==> src/rtl/vpw_pkg.sv <==
package vpw_pkg;

    typedef enum logic [1:0] {
        ST_IDLE = 2'd0,
        ST_SOF  = 2'd1,
        ST_BITS = 2'd2,
        ST_TAIL = 2'd3
    } vpw_state_e;

    localparam logic [7:0] CRC_POLY = 8'h1D;
    localparam logic [7:0] CRC_INIT = 8'hFF;

    // Advance the CRC register over one byte, bit 7 first.
    function automatic logic [7:0] crc8_byte(input logic [7:0] crc, input logic [7:0] data);
        logic [7:0] c;
        c = crc;
        for (int i = 7; i >= 0; i--) begin
            if (c[7] ^ data[i]) c = {c[6:0], 1'b0} ^ CRC_POLY;
            else                c = {c[6:0], 1'b0};
        end
        return c;
    endfunction

endpackage

==> src/rtl/vpw_tick.sv <==
module vpw_tick #(
    parameter int CLK_PER_US = 50
) (
    input  logic clk,
    input  logic rst_n,
    input  logic run_i,
    input  logic restart_i,
    output logic tick_o
);
    localparam int PW = (CLK_PER_US > 1) ? $clog2(CLK_PER_US) : 1;
    localparam logic [PW-1:0] LAST = PW'(CLK_PER_US - 1);

    typedef struct packed {
        logic [PW-1:0] pre;
    } tick_reg_t;

    tick_reg_t r_d, r_q;

    assign tick_o = run_i && (r_q.pre == LAST);

    always_comb begin
        r_d = r_q;
        if (restart_i || !run_i) r_d.pre = '0;
        else if (tick_o)         r_d.pre = '0;
        else                     r_d.pre = r_q.pre + 1'b1;
    end

    always_ff @(posedge clk or negedge rst_n) begin
        if (!rst_n) r_q <= '0;
        else        r_q <= r_d;
    end

    generate
        if (CLK_PER_US > 1) begin : g_div
            // with a real divider, ticks are never back to back
            p_tick_spacing_r10: assert property (@(posedge clk) disable iff (!rst_n)
                tick_o |=> !tick_o);
        end
    endgenerate

endmodule

==> src/rtl/vpw_byte_slot.sv <==
module vpw_byte_slot #(
    parameter int LEN_W = 4
) (
    input  logic             clk,
    input  logic             rst_n,
    input  logic             load_i,
    input  logic [LEN_W-1:0] len_i,
    input  logic             take_i,
    input  logic [7:0]       byte_i,
    input  logic             valid_i,
    output logic             ready_o,
    output logic             full_o,
    output logic [7:0]       data_o
);
    typedef struct packed {
        logic [LEN_W-1:0] left;
        logic             full;
        logic [7:0]       data;
    } slot_reg_t;

    slot_reg_t s_d, s_q;

    assign ready_o = !s_q.full && (s_q.left != '0);
    assign full_o  = s_q.full;
    assign data_o  = s_q.data;

    always_comb begin
        s_d = s_q;
        if (load_i) begin
            s_d.left = len_i;
            s_d.full = 1'b0;
        end else begin
            if (take_i) s_d.full = 1'b0;
            if (valid_i && ready_o) begin
                s_d.full = 1'b1;
                s_d.data = byte_i;
                s_d.left = s_q.left - 1'b1;
            end
        end
    end

    always_ff @(posedge clk or negedge rst_n) begin
        if (!rst_n) s_q <= '0;
        else        s_q <= s_d;
    end

    // the serializer only consumes a byte that is present
    p_take_full_r9: assert property (@(posedge clk) disable iff (!rst_n)
        take_i |-> s_q.full);
    // an accepted byte fills the slot
    p_fill_r9: assert property (@(posedge clk) disable iff (!rst_n)
        (valid_i && ready_o && !load_i) |=> s_q.full);

endmodule

==> src/rtl/vpw_tx.sv <==
module vpw_tx
    import vpw_pkg::*;
#(
    parameter int CLK_PER_US = 50,
    parameter int MAX_FRAME  = 12,
    parameter int SHORT_US   = 64,
    parameter int LONG_US    = 128,
    parameter int SOF_US     = 200,
    parameter int EOF_US     = 280,
    parameter int LEN_W      = $clog2(MAX_FRAME)
) (
    input  logic             clk,
    input  logic             rst_n,
    input  logic             start_i,
    input  logic [LEN_W-1:0] len_i,
    input  logic [7:0]       byte_i,
    input  logic             byte_valid_i,
    output logic             byte_ready_o,
    output logic             bus_active_o,
    output logic             busy_o,
    output logic             done_o,
    output logic             reject_o
);
    localparam int MAX_DATA = MAX_FRAME - 1;
    localparam int MAX_US   = (EOF_US > SOF_US) ? EOF_US : SOF_US;
    localparam int US_W     = $clog2(MAX_US + 1);

    localparam logic [US_W-1:0] SHORT_M1 = US_W'(SHORT_US - 1);
    localparam logic [US_W-1:0] LONG_M1  = US_W'(LONG_US - 1);
    localparam logic [US_W-1:0] SOF_M1   = US_W'(SOF_US - 1);
    localparam logic [US_W-1:0] EOF_M1   = US_W'(EOF_US - 1);

    typedef struct packed {
        vpw_state_e       st;
        logic             lvl;
        logic [US_W-1:0]  us;
        logic [7:0]       shift;
        logic [2:0]       bit_idx;
        logic [LEN_W-1:0] data_left;
        logic             is_crc;
        logic [7:0]       crc;
        logic             done;
        logic             reject;
    } tx_reg_t;

    tx_reg_t r_d, r_q;

    logic            tick;
    logic            restart;
    logic            take;
    logic            slot_full;
    logic [7:0]      slot_data;
    logic [US_W-1:0] dur_m1;
    logic            sym_end;
    logic            len_ok;

    vpw_tick #(.CLK_PER_US(CLK_PER_US)) i_tick (
        .clk       (clk),
        .rst_n     (rst_n),
        .run_i     (r_q.st != ST_IDLE),
        .restart_i (restart),
        .tick_o    (tick)
    );

    vpw_byte_slot #(.LEN_W(LEN_W)) i_slot (
        .clk     (clk),
        .rst_n   (rst_n),
        .load_i  (restart),
        .len_i   (len_i),
        .take_i  (take),
        .byte_i  (byte_i),
        .valid_i (byte_valid_i),
        .ready_o (byte_ready_o),
        .full_o  (slot_full),
        .data_o  (slot_data)
    );

    assign len_ok = (len_i != '0) && (32'(len_i) <= MAX_DATA);

    // Duration of the symbol now on the line, minus one microsecond.
    always_comb begin
        unique case (r_q.st)
            ST_SOF:  dur_m1 = SOF_M1;
            ST_TAIL: dur_m1 = EOF_M1;
            ST_BITS: dur_m1 = (r_q.lvl ^ r_q.shift[7]) ? LONG_M1 : SHORT_M1;
            default: dur_m1 = SHORT_M1;
        endcase
    end

    assign sym_end = tick && (r_q.us == dur_m1);

    always_comb begin
        r_d        = r_q;
        r_d.done   = 1'b0;
        r_d.reject = 1'b0;
        restart    = 1'b0;
        take       = 1'b0;
        unique case (r_q.st)
            ST_IDLE: begin
                if (start_i) begin
                    if (len_ok) begin
                        restart       = 1'b1;
                        r_d.st        = ST_SOF;
                        r_d.lvl       = 1'b1;
                        r_d.us        = '0;
                        r_d.crc       = CRC_INIT;
                        r_d.data_left = len_i - 1'b1;
                        r_d.is_crc    = 1'b0;
                    end else begin
                        r_d.reject = 1'b1;
                    end
                end
            end
            ST_SOF: begin
                if (sym_end) begin
                    if (slot_full) begin
                        take        = 1'b1;
                        r_d.shift   = slot_data;
                        r_d.crc     = crc8_byte(r_q.crc, slot_data);
                        r_d.st      = ST_BITS;
                        r_d.lvl     = 1'b0;
                        r_d.us      = '0;
                        r_d.bit_idx = '0;
                    end
                end else if (tick) begin
                    r_d.us = r_q.us + 1'b1;
                end
            end
            ST_BITS: begin
                if (sym_end) begin
                    if (r_q.bit_idx != 3'd7) begin
                        r_d.shift   = {r_q.shift[6:0], 1'b0};
                        r_d.bit_idx = r_q.bit_idx + 1'b1;
                        r_d.lvl     = !r_q.lvl;
                        r_d.us      = '0;
                    end else if (r_q.is_crc) begin
                        r_d.st  = ST_TAIL;
                        r_d.lvl = 1'b0;
                        r_d.us  = '0;
                    end else if (r_q.data_left == '0) begin
                        r_d.shift   = ~r_q.crc;
                        r_d.is_crc  = 1'b1;
                        r_d.bit_idx = '0;
                        r_d.lvl     = 1'b0;
                        r_d.us      = '0;
                    end else if (slot_full) begin
                        take          = 1'b1;
                        r_d.shift     = slot_data;
                        r_d.crc       = crc8_byte(r_q.crc, slot_data);
                        r_d.data_left = r_q.data_left - 1'b1;
                        r_d.bit_idx   = '0;
                        r_d.lvl       = 1'b0;
                        r_d.us        = '0;
                    end
                end else if (tick) begin
                    r_d.us = r_q.us + 1'b1;
                end
            end
            ST_TAIL: begin
                if (sym_end) begin
                    r_d.st   = ST_IDLE;
                    r_d.done = 1'b1;
                    r_d.us   = '0;
                end else if (tick) begin
                    r_d.us = r_q.us + 1'b1;
                end
            end
            default: r_d.st = ST_IDLE;
        endcase
    end

    always_ff @(posedge clk or negedge rst_n) begin
        if (!rst_n) r_q <= '0;
        else        r_q <= r_d;
    end

    assign bus_active_o = r_q.lvl;
    assign busy_o       = (r_q.st != ST_IDLE);
    assign done_o       = r_q.done;
    assign reject_o     = r_q.reject;

    // no frame means a released line
    p_idle_passive_r1: assert property (@(posedge clk) disable iff (!rst_n)
        !busy_o |-> (!bus_active_o && !byte_ready_o));
    // the start symbol is held active throughout
    p_sof_active_r2: assert property (@(posedge clk) disable iff (!rst_n)
        (r_q.st == ST_SOF) |-> bus_active_o);
    // every byte opens on the passive level
    p_first_passive_r3: assert property (@(posedge clk) disable iff (!rst_n)
        (r_q.st == ST_BITS && r_q.bit_idx == 3'd0) |-> !bus_active_o);
    // the microsecond count never passes the current symbol length
    p_us_bound_r3: assert property (@(posedge clk) disable iff (!rst_n)
        busy_o |-> (r_q.us <= dur_m1));
    // within a byte the level flips at each bit boundary
    p_toggle_r3: assert property (@(posedge clk) disable iff (!rst_n)
        (r_q.st == ST_BITS && sym_end && r_q.bit_idx != 3'd7) |=> (bus_active_o != $past(bus_active_o)));
    // done is a single-cycle pulse on an idle block
    p_done_pulse_r6: assert property (@(posedge clk) disable iff (!rst_n)
        done_o |-> (!busy_o && !bus_active_o)) ;
    p_done_once_r6: assert property (@(posedge clk) disable iff (!rst_n)
        done_o |=> !done_o);
    // a rejection never starts a frame
    p_reject_idle_r7: assert property (@(posedge clk) disable iff (!rst_n)
        reject_o |-> !busy_o);
    // a start pulse during a frame neither rejects nor restarts
    p_busy_start_r8: assert property (@(posedge clk) disable iff (!rst_n)
        (busy_o && start_i && r_q.st != ST_TAIL) |=> (busy_o && !reject_o));

endmodule

==> config.mk <==
export PLATFORM = sky130hd
export DESIGN_NAME = vpw_tx
export DESIGN_NICKNAME = d
export VERILOG_FILES = /design/src/rtl/vpw_pkg.sv /design/src/rtl/vpw_tick.sv /design/src/rtl/vpw_byte_slot.sv /design/src/rtl/vpw_tx.sv
export SDC_FILE = /design/constraint.sdc
export NUM_CORES = 1
export LEC_CHECK = 0
export ABC_CLOCK_PERIOD_IN_PS = 4500
export BUFFER_PORTS_ARGS = -buffer_cell sky130_fd_sc_hd__clkbuf_2
export CORE_ASPECT_RATIO = 0.6
export CORE_MARGIN = 2
export CORE_UTILIZATION = 55
export CTS_CLUSTER_DIAMETER = 60
export DETAILED_ROUTE_END_ITERATION = 16
export PLACE_DENSITY = 0.73
export SYNTH_ARGS = -nofsm -noshare
export SYNTH_HDL_FRONTEND = slang
export SYNTH_SLANG_ARGS = --single-unit
export TNS_END_PERCENT = 20
==> constraint.sdc <==
create_clock -name clk -period 4.5 [get_ports clk]
set_input_delay 0.9 -clock clk [delete_from_list [all_inputs] [get_ports clk]]
set_output_delay 0.9 -clock clk [all_outputs]
set_load 0.02 [all_outputs]
==> results.cfg <==
[cells_and_area]
fin_util_pct = 63.42
mostFrequentLayoutCells = dfrtp_1 (57), o21ai_0 (33), nor2_1 (29)
mostFrequentLayoutCell = dfrtp_1
layout.nets = 422
n_antenna_cell = 0
syn2layout_area_growth_pct = 9.433
drive_gt1_share_pct = 18.23
fillCellCount = 526

[cts]
cts-root-buf = clkbuf_8
clkLatencyLatePin_ns = 0.35
cts_buffers = 9
clock-sinks = 57
clk_path_buf_depth = 2
cts_tree = built
clk_pin_slew_ns = 0.07
cts_hold_buffers = 0
ctsResizeCount = 0
h-tree-depth = 3
postCtsSetupBuffers = 0

[yosys]
syn_nets = 404
netlist.area_leader.share_pct = 39.39
synth-async-reset-ratio_pct = 100.0
yosys_register_bits = 57
avgSynthCellArea_um2 = 9.734
ys_types = 51
synth_edf_count = 0
synth_flop_cell = dfrtp_1
synth_area_leaders = dfrtp_1 (39%), mux2_2 (8.4%), xnor2_1 (6.8%)
yosysSeqAreaShare_pct = 39.39
synth_warnings = 0
netlist_area_um2 = 3621
synthCells = 372
yosys.area.top_type = dfrtp_1

[power_and_ir_drop]
p_leak_nw = 1.855
power_density_nw_per_um2 = 263.6
switching_share_pct = 21.35
peakVddDrop_v = 0.0002552
intPower_mw = 0.8216
comb_power_share_pct = 2.5
p_clk_share_pct = 48.5
p_seq_share_pct = 49.1
power.switching_mw = 0.2230

[grt]
grt_max_degree = 37
grt.total_usage_pct = 26.09
grt_pass1_vias = 2701
grt_pass1_wl_um = 13940
grt_overflow = 0
antenna_found_initial = 0

[hold_path]
worstHoldPathCells = 1
hold_path.class = register to register
worstHoldEndpoint = r_q[24]
worstHoldStart = r_q[24]

[floorplan]
rows = 22
die_w_um = 108.8
core_um2 = 6248
start_util_pct = 57.95
io_pins = 21
dieArea_um2 = 7270
die_h_um = 66.85

[setup_path]
crit_fanout = 13
cp.required_ns = 4.73
end_kind = register
r2r_setup_slack_ns = 1.24
worstRegToRegCells = 7
r2r-end = r_q[21]
start_kind = register
rr_startpoint = r_q[37]
crit_type = register to register
cp.arrival_ns = 3.49

[timing]
fmax_mhz = 306.7
drv_slew = 0
fin_crit_sh_pct = 72.46
fin_skew_ns = 0.01116
setup_viol = 0
min_period_ns = 3.261
slew_headroom_pct = 34.46
finalSetupTns_ns = 0
finalHoldViolCount = 0
tightest_slew_ns = 0.9729
rsz0062_at_grt = false

[detailed_routing]
vias = 2816
totalWireLength_um = 8171
viasPerCell = 5.879
drc = 0
detail-route-antenna-nets = 0
detail_route.first_pass.iterations = 6
wl_per_cell_um = 17.06
drt_iter0_markers = 211

[place]
placement.io_buffers = 20
gp_congestion = 0.8367
hpwl_um = 5961

[outcome]
status = finished clean

[job]
cap_violations = 0
[cell type report]
type	count	area (µm²)	share of cell area [%]
Tap cell	84	105.1	2.652
Clock inverter	2	35.03	0.8841
Clock buffer	14	172.7	4.357
Sequential cell	57	1426	36.00
Multi-Input combinational cell	277	2026	51.12
Inverter	24	90.09	2.273
Timing Repair Buffer	21	107.6	2.715
[worst max path at each step]
stage               slack (ns)  startpoint      end
global placement          1.37     r_q[37]  r_q[21]
finish                    1.24     r_q[37]  r_q[21]
detailed placement        1.27     r_q[37]  r_q[21]
CTS                       1.25     r_q[37]  r_q[23]
global route              1.03     r_q[37]  r_q[23]
floorplan                 1.79     r_q[37]  r_q[15]
[power groups by stage]
stage / Combinational (mW) / Clock [mW] / Sequential [mW]
5_1_grt: 0.0302 / 0.542 / 0.512
4_1_cts: 0.0267 / 0.521 / 0.512
3_3_place_gp: 0.0259 / 0 / 0.522
3_5_place_dp: 0.0267 / 0 / 0.522
6_report: 0.0258 / 0.506 / 0.512
2_1_floorplan: 0.00552 / 0 / 0.522
[Yosys cell counts, types with 2 or more instances]
master and count:
buf_4 2, xor2_1 7, inv_1 24, ha_1 16
nor4_1 4, dfrtp_1 57, buf_6 2, and3_1 3
clkbuf_1 7, nor3_1 9, nand4b_1 2, xnor2_1 28
nor3b_1 3, a22o_1 11, a21oi_1 10, mux2_2 27
a22oi_1 2, o21ai_0 33, and2_1 3, buf_2 3
nand2_1 28, a211oi_1 3, nand3_1 10, o31ai_1 3
a211o_1 6, o22ai_1 5, nor2_1 29, mux2i_1 5
nand2b_1 4, nor4_4 3, or3_1 3
[metal layers]
| metal | track usage [%] | part of all wire, % |
|---|---|---|
| met3 | 8.415 | 6.9 |
| met5 | 0 | 0 |
| met2 | 33.75 | 41 |
| met4 | 9.135 | 1.1 |
| met1 | 39.76 | 51 |
[registers in the layout, indices dropped and copies added (netlist names)]
signal	cells
reject_o	1
r_q	35
done_o	1
i_slot.data_o	8
i_tick.r_q	6
i_slot.s_q	4
bus_active_o	1
i_slot.full_o	1
[critical path: stages (launching register included)]
cell and delay [ns]:
dfrtp_1 0.46, inv_1 0.15, ha_1 0.35, or3_4 0.47, or4_1 0.73, nor3_2 0.30, o221ai_2 0.31, mux2_2 0.36
[cells by family after synthesis]
| family | after synthesis | synth area share (%) |
|---|---|---|
| flops | 57 | 39.39 |
| xor+xnor | 36 | 9.088 |
| fa+ha+maj | 16 | 5.529 |
| buf+inv | 38 | 4.665 |
| simple gates | 109 | 16.10 |
| mux | 32 | 9.779 |
| compound gates | 84 | 15.45 |
[stage by stage]
step,cells,area (µm²),hold WS [ns],setup WS [ns],power [mW]
floorplan,372,3621,0.4609,1.788,0.5276
global placement,463,3755,0.4830,1.369,0.5478
detailed placement,463,3755,0.4937,1.271,0.5486
CTS,479,3963,0.5120,1.254,1.060
global route,479,3963,0.5244,1.032,1.084
finish,479,3963,0.5086,1.239,1.045
Power figures use the tool's default switching activity.
